===== src/rtl/ckm_pkg.sv =====
package ckm_pkg;
  // one word-level event as seen on the input stream
  typedef struct packed {
    logic vld;
    logic first;
    logic last;
  } ckm_evt_t;
endpackage


===== src/rtl/ckm_rst_sync.sv =====
module ckm_rst_sync #(
  parameter int STAGES = 2
) (
  input  logic clk,
  input  logic rst_n,
  output logic rst_sync_n
);
  logic [STAGES-1:0] sync_q;

  always_ff @(posedge clk or negedge rst_n) begin
    if (!rst_n) sync_q <= '0;
    else        sync_q <= {sync_q[STAGES-2:0], 1'b1};
  end

  assign rst_sync_n = sync_q[STAGES-1];
endmodule


===== src/rtl/ckm_accum.sv =====
module ckm_accum
  import ckm_pkg::*;
#(
  parameter int W   = 16,
  parameter int ROT = 1
) (
  input  logic         clk,
  input  logic         rst_n,
  input  logic         en,
  input  ckm_evt_t     evt,
  input  logic [W-1:0] data,
  output logic [W-1:0] acc_q,
  output logic [W-1:0] acc_nxt,
  output logic [W-1:0] acc_rot
);
  localparam int R = ROT % W;

  logic [W-1:0] base;
  logic [W-1:0] base_rot;
  logic         upd;

  generate
    if (R == 0) begin : g_norot
      assign base_rot = base;
      assign acc_rot  = acc_q;
    end else begin : g_rot
      assign base_rot = {base[W-1-R:0], base[W-1:W-R]};
      assign acc_rot  = {acc_q[W-1-R:0], acc_q[W-1:W-R]};
    end
  endgenerate

  always_comb begin
    upd     = en && evt.vld;
    base    = evt.first ? '0 : acc_q;
    acc_nxt = upd ? (base_rot ^ data) : acc_q;
  end

  always_ff @(posedge clk or negedge rst_n) begin
    if (!rst_n)   acc_q <= '0;
    else if (upd) acc_q <= acc_nxt;
  end
endmodule


===== src/rtl/ckm_flags.sv =====
module ckm_flags
  import ckm_pkg::*;
(
  input  logic     clk,
  input  logic     rst_n,
  input  logic     en,
  input  logic     tx,
  input  ckm_evt_t evt,
  input  logic     acc_zero,
  output logic     run_status,
  output logic     valid_n
);
  logic run_q, run_d;
  logic vn_q, vn_d;
  logic vn_ce;

  always_comb begin
    if (!en || tx)   run_d = 1'b1;
    else if (evt.vld) run_d = acc_zero;
    else             run_d = run_q;
    vn_ce = en && !tx && evt.last;
    vn_d  = !acc_zero;
  end

  always_ff @(posedge clk or negedge rst_n) begin
    if (!rst_n) run_q <= 1'b1;
    else        run_q <= run_d;
  end

  always_ff @(posedge clk or negedge rst_n) begin
    if (!rst_n)     vn_q <= 1'b0;
    else if (vn_ce) vn_q <= vn_d;
  end

  assign run_status = run_q;
  assign valid_n    = vn_q;
endmodule


===== src/rtl/ckm_hdr.sv =====
module ckm_hdr
  import ckm_pkg::*;
#(
  parameter int W = 16
) (
  input  logic         clk,
  input  logic         rst_n,
  input  ckm_evt_t     evt,
  input  logic [W-1:0] data,
  output logic [W-1:0] hwy,
  output logic         hdr_n
);
  logic [W-1:0] hwy_q;
  logic         hdr_q, hdr_d;

  always_comb hdr_d = !(evt.vld && evt.first);

  always_ff @(posedge clk or negedge rst_n) begin
    if (!rst_n)       hwy_q <= '0;
    else if (evt.vld) hwy_q <= data;
  end

  always_ff @(posedge clk or negedge rst_n) begin
    if (!rst_n) hdr_q <= 1'b1;
    else        hdr_q <= hdr_d;
  end

  assign hwy   = hwy_q;
  assign hdr_n = hdr_q;
endmodule


===== src/rtl/csum_monitor.sv =====
module csum_monitor
  import ckm_pkg::*;
#(
  parameter int WORD_W    = 16,
  parameter int ROT_STEP  = 1,
  parameter int RST_STAGE = 2
) (
  input  logic              clk,
  input  logic              rst_n,
  input  logic              chk_en_n,
  input  logic              msg_is_tx,
  input  logic              word_vld,
  input  logic              word_first,
  input  logic [WORD_W-1:0] word_data,
  input  logic              msg_end,
  output logic              run_status,
  output logic              valid_n,
  output logic              hdr_n,
  output logic [WORD_W-1:0] word_hwy,
  output logic [WORD_W-1:0] csum_word
);
  logic              rst_sync_n;
  logic              en;
  ckm_evt_t          evt;
  logic [WORD_W-1:0] acc_q, acc_nxt, acc_rot;

  assign en  = !chk_en_n;
  assign evt = '{vld: word_vld, first: word_first, last: msg_end};

  ckm_rst_sync #(.STAGES(RST_STAGE)) u_rst (
    .clk(clk), .rst_n(rst_n), .rst_sync_n(rst_sync_n)
  );

  ckm_accum #(.W(WORD_W), .ROT(ROT_STEP)) u_acc (
    .clk(clk), .rst_n(rst_sync_n), .en(en), .evt(evt), .data(word_data),
    .acc_q(acc_q), .acc_nxt(acc_nxt), .acc_rot(acc_rot)
  );

  ckm_flags u_flg (
    .clk(clk), .rst_n(rst_sync_n), .en(en), .tx(msg_is_tx), .evt(evt),
    .acc_zero(acc_nxt == '0), .run_status(run_status), .valid_n(valid_n)
  );

  ckm_hdr #(.W(WORD_W)) u_hdr (
    .clk(clk), .rst_n(rst_sync_n), .evt(evt), .data(word_data),
    .hwy(word_hwy), .hdr_n(hdr_n)
  );

  // the word that zeroes the accumulator when sent last
  assign csum_word = (en && msg_is_tx) ? acc_rot : '0;
endmodule


===== config.mk =====
export PLATFORM = sky130hd
export DESIGN_NAME = csum_monitor
export DESIGN_NICKNAME = d
export VERILOG_FILES = /design/src/rtl/ckm_pkg.sv /design/src/rtl/ckm_rst_sync.sv /design/src/rtl/ckm_accum.sv /design/src/rtl/ckm_flags.sv /design/src/rtl/ckm_hdr.sv /design/src/rtl/csum_monitor.sv
export SDC_FILE = /design/constraint.sdc
export NUM_CORES = 1
export LEC_CHECK = 0
export BUFFER_PORTS_ARGS = -buffer_cell sky130_fd_sc_hd__clkbuf_2
export CORE_ASPECT_RATIO = 0.8
export CORE_MARGIN = 1.5
export CORE_UTILIZATION = 33
export DETAILED_ROUTE_END_ITERATION = 8
export GPL_ROUTABILITY_DRIVEN = 1
export SYNTH_ARGS = -nofsm -noshare
export SYNTH_HDL_FRONTEND = slang
export SYNTH_SLANG_ARGS = --single-unit
export TNS_END_PERCENT = 20

===== constraint.sdc =====
create_clock -name clk -period 1.35 [get_ports clk]
set_input_delay 0.135 -clock clk [delete_from_list [all_inputs] [get_ports clk]]
set_output_delay 0.135 -clock clk [all_outputs]
set_load 0.02 [all_outputs]

## Yosys cells after proc, flatten, opt, wreduce, memory -nomap -nowiden

Index checks and enable logic that the tools add are counted.

- Word-level logic and storage cells: 24
- Output and inout bits: 35
- Bits of input ports: 23
- Flip-flop bits (word level): 37

- Muxes and demuxes: 5
- Reductions and logical operators: 12
- Bitwise operators: 1

Operator list:

| operator | count |
|---|---|
| $mux W16 | 3 |
| $logic_not A16 Y1 | 1 |
| $xor A16 B16 Y16 | 1 |
| $logic_and A1 B1 Y1 | 5 |
| $logic_not A1 Y1 | 4 |
| $mux W1 | 2 |
| $reduce_bool A2 Y1 | 1 |
| $logic_or A1 B1 Y1 | 1 |

## Longest topological paths before layout

Gate-level depths: netlist of run 1.

- Word-level depth: 6
- Mapped depth: 7
- Gate-level depth less buffers: 6

## Cells and area by module

A second synthesis of run 1 with hierarchy kept.

- Cells, all modules: 189
- Area, all modules: 2054.5 um2

By module, submodules not included:

| module | area an instance (um2) | instances | cells each | sequential area each (um2) |
|---|---|---|---|---|
| ckm_accum | 1072.3 | 1 | 119 | 400.4 |
| ckm_hdr | 675.6 | 1 | 36 | 426.7 |
| csum_monitor | 162.7 | 1 | 24 | 0.0 |
| ckm_flags | 90.1 | 1 | 7 | 51.3 |
| ckm_rst_sync | 53.8 | 1 | 3 | 50.0 |

## Worst setup path before layout of run 1

No wires, ideal clock.

- Path type: register to register
- Start: register u_acc.acc_q[9]
- End: register u_flg.vn_q (netlist: u_flg.valid_n)
- Clock period less this slack: 1.389 ns
- Buffers on the path: 0
- Data required time: 1.220 ns
- Data arrival time: 1.260 ns
- Path slack: -0.039 ns
- Setup time: 0.130 ns
- Stages on the path, launching flop included: 7
- Path through: dfrtp_1 > and2b_1 > xnor2_1 > o21ai_0 > nor4_1 > and4_1 > a31oi_1

- Word-level cells in the longest chain between the ends: 5

Ends and longest elaborated chain:

| element | line | source |
|---|---|---|
| start, declared | ckm_accum.sv:12 | `output logic [W-1:0] acc_q,` |
| start signal, assigned | ckm_accum.sv:40 | `else if (upd) acc_q <= acc_nxt;` |
| $mux W16 | ckm_accum.sv:34 | `base = evt.first ? '0 : acc_q;` |
| $xor A16 B16 Y16 | ckm_accum.sv:35 | `acc_nxt = upd ? (base_rot ^ data) : acc_q;` |
| $mux W16 * | ckm_accum.sv:35 |  |
| $logic_not A16 Y1 * | csum_monitor.sv:41 | `.acc_zero(acc_nxt == '0), .run_status(run_status), .valid_n(valid_n)` |
| $logic_not A1 Y1 * | ckm_flags.sv:22 | `vn_d = !acc_zero;` |
| end signal, assigned | ckm_flags.sv:32 | `else if (vn_ce) vn_q <= vn_d;` |
| end, declared | ckm_flags.sv:14 | `logic vn_q, vn_d;` |

Mark *: on every way between the ends. The rest lies on a longest branch, timed or not.
A chain may end at the register's enable or synchronous reset.

## Final worst setup path of run 1

- Start: register u_acc.acc_q[11]
- End: register u_flg.vn_q (netlist: u_flg.valid_n)

Same word-level chain as after synthesis.

==> results of run 1 <==
==> flip-flops by register name (all words and copies together), names as in the netlist <==
register and cells:
u_rst.sync_q 2, u_flg.run_status 1, u_acc.acc_q 16, u_hdr.hdr_n 1, u_flg.valid_n 1, u_hdr.hwy 16
==> power breakdown <==
part           switching [mW]  internal [mW]
combinational           0.428          0.485
sequential             0.0733           1.25
clock                   0.405          0.462
total                   0.906           2.20
==> final cells by class <==
class	instances	area, sq um
Fill cell	490	2480
Sequential cell	37	928
Multi-Input combinational cell	110	837
Timing Repair Buffer	92	582
Clock buffer	7	96.3
Tap cell	62	77.6
Clock inverter	1	5.00
Inverter	1	3.75
==> per-layer routing <==
| layer | share of wire (%) | track usage (%) | vias to the layer above | routed length [um] |
|---|---|---|---|---|
| li1 | - | - | 697 | - |
| met1 | 52 | 20.8 | 642 | 2070 |
| met2 | 42 | 23.1 | 39 | 1680 |
| met3 | 5.4 | 4.77 | 4 | 215 |
| met4 | 1.0 | 4.92 | 0 | 40 |
| met5 | 0 | 0 | - | 0 |
==> what timing repair did <==
action	4_1_cts	5_1_grt
setup endpoints to repair	2	2
setup buffers	0	7
hold buffers	1	0
endpoints found under the hold margin	2	0
pin swaps	3	13
resized for setup	4	26
==> worst max-delay path: stages, from the launching register on <==
cell and delay (ps):
dfrtp_1 380, and2b_1 170, xnor2_1 140, o21ai_1 110
nor4_2 310, and4_1 250, a31oi_1 80
==> worst min path at each step <==
stage	from	endpoint	slack (ps)	depth (start not counted)
floorplan	rst_n	u_rst.sync_q[0]	-160	0
global placement	rst_n	u_rst.sync_q[0]	-80	1
detailed placement	rst_n	u_rst.sync_q[1]	-80	1
CTS	msg_end	u_flg.valid_n	50	2
global route	msg_end	u_flg.valid_n	80	2
finish	msg_end	u_flg.valid_n	60	2
==> through the flow <==
step                hold slack (ps)  utilization [%]  cell area (sq um)  TNS, ps
floorplan                      -161                -               1720    -10.2
global placement              -75.5             45.4               2270     -683
detailed placement            -76.5             45.4               2270     -716
CTS                            51.6             47.9               2400     -405
global route                   78.7             50.5               2530     -679
finish                         63.7             50.5               2530     -394
==> synthesized netlist by cell type, types with 3 or more instances <==
master	n	area share, %
and2_1	16	5.8
clkbuf_1	3	0.65
nor2b_1	11	4.0
nand2_1	17	3.7
o21ai_0	17	4.9
dfrtp_1	35	51
nor4_1	4	1.5
mux2_2	16	10
xnor2_1	16	8.1
and2b_1	4	1.7
buf_2	3	0.87
==> cells by family (layout without fill, tap and decap cells) <==
family          after synthesis  count (layout)
xor+xnor                     16              16
simple gates                 57              57
compound gates               20              20
flops                        37              37
other cells                   1               1
buf+inv                       8             101
mux                          16              16
==> impl_metrics.yaml, run 1 <==
status:
  status: "complete, but fails checks"
  violations: "negative setup slack"
setup_path:
  start_kind: "flop"
  rr_worst_depth: 6
  startpoint: "u_acc.acc_q[11]"
  required_ps: 1520
  crit_fanout: 2
  rr_startpoint: "u_acc.acc_q[11]"
  path_class: "flop to flop"
  setup.worst_path.end: "u_flg.valid_n"
  reg2reg_to: "u_flg.valid_n"
  rrSetupSlack_ps: -210
  endpoint_kind: "flop"
  cp.arrival_ps: 1730
yosys:
  synthMuxAreaShare_pct: 10.5
  synth_nets: 178
  synth_top_family_by_area: "simple AND/OR/NAND/NOR gates"
  ys_seq_elements: 37
  avgSynthCellArea_sq_um: 11.1
  synthXorXnorAreaFrac_pct: 8.14
  yosys.area_share.simple_pct: 18.8
  synth-compound-area-share_pct: 6.03
  ys_types: 22
  synth_warnings: 0
  synthArstFlopShare_pct: 100
  synth_top_flop_cell: "dfrtp_1"
  synthCells: 155
  yosysSeqAreaShare_pct: 53.9
  synthAdderAreaFrac_pct: 0
  syn_area_sq_um: 1720
  synth-edff-count: 0
power:
  vdd_drop_max_uv: 638
  power.total_mw: 3.10
  power_density_nw_per_um2: 1230
  p_leak_nw: 1.24
timing:
  worst_slack_ps: -212
  min_period_ps: 1560
  fin_crit_sh_pct: 116
  fin_skew_ps: 3.29
  grt_setup_unrepaired: "yes"
  fmax_ghz: 0.640
  hold_viol: 0
  setup_viol: 2
  final-max-slew-violation-count: 0
route:
  drt_wl_total_mm: 4.01
  drt-initial-drc-count: 50
  ant_nets: 0
  drc: 0
  drtPass1Iterations: 4
  post_drt_via_cell_ratio: 4.46
  vias: 1382
  post_drt_wl_per_cell_um: 12.9
finish:
  final_cells: 310
  syn_to_final_growth_pct: 46.9
  layout_commonest_cell: "clkbuf_2"
  layout_common_cells: "55 x clkbuf_2, 35 x dfrtp_1, 32 x buf_4"
  layout-drive-gt1-share_pct: 54.0
  fin_nets: 270
  antenna_cells: 0
floorplanning:
  core-area_sq_um: 5010
  initial_utilization_pct: 34.4
  design.die.area_sq_um: 5660
  placementRows: 23
  die_x_um: 83.8
  die_h_um: 67.6
  ios: 58
global_route:
  grt_pass1_wl_mm: 6.58
  grt_pass1_vias: 1383
  grt_antenna_before_repair: 0
  grt-ovfl-total: 0
  grt_use_total_pct: 15.2
  grt_max_degree: 33
worst_hold_path:
  hp-class: "input port to flop"
clocking:
  clock-root-buffer: "clkbuf_8"
  clkSinkCount: 37
  cts_buffers: 5
  ctsLongestPathBuffers: 2
  cts_tree: "yes"
  worstSkewPairLatency_ps: 280
  clk_pin_slew_ps: 80
  cts_max_level: 2
placement:
  gp_congestion: 0.721
  pre_cts_slack_ps: -385
  dp_cells: 294
  hpwl_mm: 2.90
  io_buffers: 57
flow_run:
  max_cap_viol_count: 0
Note: power is estimated with default switching activity, not from simulation.
==> inputs of run 2 (changes only) <==
CORE_UTILIZATION = 49   (was 33)
PLACE_DENSITY = 0.78   (was default)
==> run 2 against run 1 <==
  * The flow still finishes with violations (negative setup slack)
  * Count of clock-buffer cells in the layout decreased by 2
  * First-iteration DRC count increased by 26%
  * Utilization increased by 20 points
  * Sequential cell count unchanged
  * Worst setup slack got worse by 39 ps
  * Sequential power about the same
  * Non-clock buffer count decreased by 15
  * Clock power increased by 30%
  * Largest power group unchanged
  * Highest routed layer unchanged
==> impl_metrics.yaml, run 2 (synthesized netlist as in run 1, its figures left out) <==
floorplanning:
  die_h_um: 56.0
  design.die.area_sq_um: 3880
  initial_utilization_pct: 50.6
  placementRows: 19
  die_x_um: 69.3
  ios: 58
  core-area_sq_um: 3400
setup_path:
  slowest_delay_ps: 390
  cp.arrival_ps: 1770
  rrSetupSlack_ps: -250
  reg2reg_to: "u_flg.valid_n"
  crit_fanout: 3
  rr_worst_depth: 6
  rr_startpoint: "u_acc.acc_q[4]"
  endpoint_kind: "flop"
  path_class: "flop to flop"
  start_kind: "flop"
  cp_slowest_cell: "dfrtp_1"
  crit_chain: "nor2b_4, xnor2_2, o21ai_1, nor4_2, and4_1, a31oi_1"
  required_ps: 1520
finish:
  fin_util_pct: 70.7
  antenna_cells: 0
  layout_commonest_cell: "clkbuf_2"
  layout-drive-gt1-share_pct: 49.4
  layout_common_cells: "57 x clkbuf_2, 35 x dfrtp_1, 17 x nand2_1"
  fill_cells: 260
  syn_to_final_growth_pct: 39.6
  fin_nets: 255
placement:
  pre_cts_slack_ps: -337
  io_buffers: 57
  gp_congestion: 0.744
  hpwl_mm: 2.60
clocking:
  cts_tree: "yes"
  clkSinkCount: 37
  clk_pin_slew_ps: 70
  cts_buffers: 5
  worstSkewPairLatency_ps: 300
  clock-root-buffer: "clkbuf_8"
  cts_max_level: 2
  ctsLongestPathBuffers: 2
timing:
  min_period_ps: 1600
  fmax_ghz: 0.624
  fin_skew_ps: 10.9
  worst_slack_ps: -251
  grt_setup_unrepaired: "yes"
  tns_ps: -483
  fin_hold_ws_ps: 65.8
  hold_viol: 0
  fin_crit_sh_pct: 119
  setup_viol: 2
  final-max-slew-violation-count: 0
worst_hold_path:
  holdCritStartpoint: "msg_end"
  holdPathStages: 2
  holdPathEnd: "u_flg.valid_n"
  hp-class: "input port to flop"
power:
  pwr-share-seq_pct: 40.9
  vdd_drop_max_uv: 911
  p_clk_share_pct: 34.7
  p_leak_nw: 1.16
  power_density_nw_per_um2: 1350
  power.total_mw: 3.25
  p_int_mw: 2.38
  pwr-share-comb_pct: 24.4
  power_switching_mw: 0.872
  sw_frac_of_total_pct: 26.8
status:
  violations: "negative setup slack"
  status: "complete, but fails checks"
route:
  post_drt_wl_per_cell_um: 13.0
  ant_nets: 0
  drtPass1Iterations: 4
  post_drt_via_cell_ratio: 4.91
  drt-initial-drc-count: 63
  vias: 1349
  drc: 0
  drt_wl_total_mm: 3.58
flow_run:
  max_cap_viol_count: 0
global_route:
  grt_pass1_wl_mm: 6.06
  grt_antenna_before_repair: 0
  grt_pass1_vias: 1292
  grt_max_degree: 33
  grt-ovfl-total: 0
  grt_use_total_pct: 20.3
==> run 2: power groups by stage <==
| stage | Sequential [mW] | Clock [mW] | Combinational, mW |
|---|---|---|---|
| 2_1_floorplan | 1.41 | 0 | 0.348 |
| 3_3_place_gp | 1.34 | 0 | 0.721 |
| 3_5_place_dp | 1.35 | 0 | 0.733 |
| 4_1_cts | 1.33 | 1.15 | 0.750 |
| 5_1_grt | 1.35 | 1.19 | 0.868 |
| 6_report | 1.33 | 1.13 | 0.793 |
==> run 2: cell type report <==
cell class	instances	area [sq um]	area share, %
multi-input combinational	110	810	33.7
sequential	37	928	38.6
clock buffer	5	68.8	2.86
inverter	1	3.75	0.156
timing repair buffer	77	475	19.8
tap	42	52.6	2.19
clock inverter	3	65.1	2.71
==> run 2: per-layer routing <==
layer	global-route usage [%]	share of wire, %	vias to the layer above
met3	6.52	6.3	8
met2	29.1	45	47
met5	0	0	-
li1	-	-	665
met1	28.2	47	629
met4	9.24	1.6	0
==> run 2: per-stage QoR <==
step	area, sq um	cells
6_report	2400	275
5_1_grt	2400	275
4_1_cts	2350	274
3_5_place_dp	2190	265
3_3_place_gp	2190	265
2_1_floorplan	1720	155
==> run 2: how the worst max path moves through the flow <==
stage                    endpoint  slack, ps  cells after the start       startpoint
floorplan           u_flg.valid_n        -10                      6  u_acc.acc_q[11]
global placement    u_flg.valid_n       -230                      8       word_first
detailed placement  u_flg.valid_n       -340                      8       word_first
CTS                 u_flg.valid_n       -260                      6  u_acc.acc_q[11]
global route        u_flg.valid_n       -310                      6   u_acc.acc_q[5]
finish              u_flg.valid_n       -250                      6   u_acc.acc_q[4]
==> run 2: critical path, delay by kind of cell, from the launching register on <==
family,cells,cell delay [ps]
compound gates,2,200
xor+xnor,1,140
flops,1,390
simple gates,3,750
==> run 2: repair_timing <==
action                     4_1_cts  5_1_grt
pin swaps                        2        8
hold endpoints to repair         2        0
setup endpoints to repair        2        2
hold buffers                     1        0
setup buffers                    0        1
gates resized for setup          3       16
==> inputs of run 3 (changes only) <==
GPL_TIMING_DRIVEN = 0   (was default)
==> run 3 against run 2 <==
  * The flow still finishes with violations (negative setup slack)
  * Final area is 5.2% lower
  * First-iteration DRC count down 24%
  * Global-route usage fell by 0.21 points
  * Via count down 1.9%
  * Worst setup slack worse by 7.1 ps
  * Clock skew down 5.8 ps
  * Sequential cell count did not move
  * Die area stayed put
  * Critical path type unchanged
==> impl_metrics.yaml, run 3 (synthesized netlist as in run 1, its figures left out) <==
timing:
  fin_skew_ps: 5.07
  worst_slack_ps: -259
  hold_viol: 0
  setup_viol: 12
  fin_crit_sh_pct: 119
  fmax_ghz: 0.622
  grt_setup_unrepaired: "yes"
  max-slew-margin-rel_pct: 57.7
  tns_ps: -1670
  tightestPinTransition_ps: 634
  final-max-slew-violation-count: 0
  fin_hold_ws_ps: 37.1
  min_period_ps: 1610
floorplanning:
  design.die.area_sq_um: 3880
  die_h_um: 56.0
  placementRows: 19
  core-area_sq_um: 3400
  ios: 58
  die_x_um: 69.3
  initial_utilization_pct: 50.6
clocking:
  cts_buffers: 5
  clkSinkCount: 37
  clock-root-buffer: "clkbuf_8"
  ctsLongestPathBuffers: 2
  cts_max_level: 2
  cts_tree: "yes"
  worstSkewPairLatency_ps: 300
  clk_pin_slew_ps: 70
power:
  pwr-share-seq_pct: 47.1
  power_density_nw_per_um2: 1250
  vdd_drop_max_uv: 932
  pwr-share-comb_pct: 25.0
  p_leak_nw: 1.09
  sw_frac_of_total_pct: 29.8
  p_int_mw: 2.00
  p_clk_share_pct: 27.9
  power_switching_mw: 0.845
  power.total_mw: 2.84
setup_path:
  cp.arrival_ps: 1780
  cp_slowest_cell: "dfrtp_1"
  cp_top_family: "simple AND/OR/NAND/NOR gates"
  endpoint_kind: "flop"
  crit_chain: "nor2b_4, xnor2_1, o21ai_1, nor4_1, and4_1, a31oi_1"
  cp.buffers_inverters: 0
  crit_fanout: 2
  start_kind: "flop"
  path_class: "flop to flop"
  slowest_delay_ps: 380
  required_ps: 1520
finish:
  layout-drive-gt1-share_pct: 45.4
  fin_util_pct: 67.0
  fill_cells: 280
  multi_input_area_sq_um: 801
  layout_common_cells: "58 x clkbuf_2, 35 x dfrtp_1, 17 x nand2_1"
  fin_nets: 250
  syn_to_final_growth_pct: 32.3
  final_cells: 269
  seq_area_sq_um: 928
  antenna_cells: 0
  layout_commonest_cell: "clkbuf_2"
  stdcell_area_sq_um: 2280
route:
  ant_nets: 0
  drt_wl_total_mm: 3.63
  post_drt_wl_per_cell_um: 13.5
  drt-initial-drc-count: 48
  drc: 0
  vias: 1324
  drtPass1Iterations: 4
  post_drt_via_cell_ratio: 4.92
global_route:
  grt-ovfl-total: 0
  grt_pass1_wl_mm: 5.93
  grt_max_degree: 24
  grt_use_total_pct: 20.1
  grt_antenna_before_repair: 0
  grt_pass1_vias: 1277
worst_hold_path:
  hp-class: "input port to flop"
placement:
  io_buffers: 57
  pre_cts_slack_ps: -424
  post_dp_cell_area_sq_um: 2090
  hpwl_mm: 2.61
  dp_cells: 255
  gp_congestion: 0.747
status:
  status: "complete, but fails checks"
  violations: "negative setup slack"
flow_run:
  max_cap_viol_count: 0
[run 3: cell count changes in the layout (fill, tap and decap cells not counted), sizes merged]
| cell | delta |
|---|---|
| clkinv | -1 |
| clkbuf | +5 |
| buf | -8 |
| bufinv | -2 |
[run 3: worst paths after layout]
| path | slack, ps | to | startpoint | depth (start not counted) |
|---|---|---|---|---|
| setup / recovery | -260 | u_flg.valid_n | u_acc.acc_q[10] | 6 |
| hold / removal | 40 | u_flg.valid_n | msg_end | 2 |
| setup reg to reg | -260 | u_flg.valid_n | u_acc.acc_q[10] | 6 |
| hold reg to reg | 260 | u_hdr.hwy[10] | u_rst.sync_q[1] | 0 |
| max in group asynchronous | 480 | u_hdr.hdr_n | u_rst.sync_q[1] | 1 |
| min in group asynchronous | 150 | u_rst.sync_q[0] | rst_n | 2 |
[run 3: layout make-up]
cell class	count	share of cell area (%)
Sequential cell	37	40.7
Multi-Input combinational cell	110	35.1
Timing Repair Buffer	65	16.1
Clock buffer	7	3.79
Tap cell	42	2.31
Buffer	7	1.70
Inverter	1	0.165
[run 3: layer usage]
layer / track usage [%] / vias up / part of all wire [%]
met5: 0 / - / 0
met2: 28.6 / 48 / 44
met4: 9.24 / 0 / 1.6
met1: 28.8 / 615 / 49
met3: 5.43 / 8 / 5.7
li1: - / 653 / -
[run 3: power by group through the flow]
stage / Clock, mW / Combinational (mW) / Sequential [mW]
after floorplan: 0 / 0.348 / 1.41
after global placement: 0 / 0.585 / 1.37
after detailed placement: 0 / 0.617 / 1.36
after CTS: 0.800 / 0.657 / 1.34
after global routing: 0.857 / 0.776 / 1.36
final: 0.794 / 0.709 / 1.34
[run 3: what timing repair did]
action	in CTS	in global routing
endpoints found under the hold margin	2	0
gates cloned	0	0
pin swaps	7	9
buffers inserted	2	4
hold buffers	1	0
endpoints found under the setup margin	19	12
resized for setup	9	9
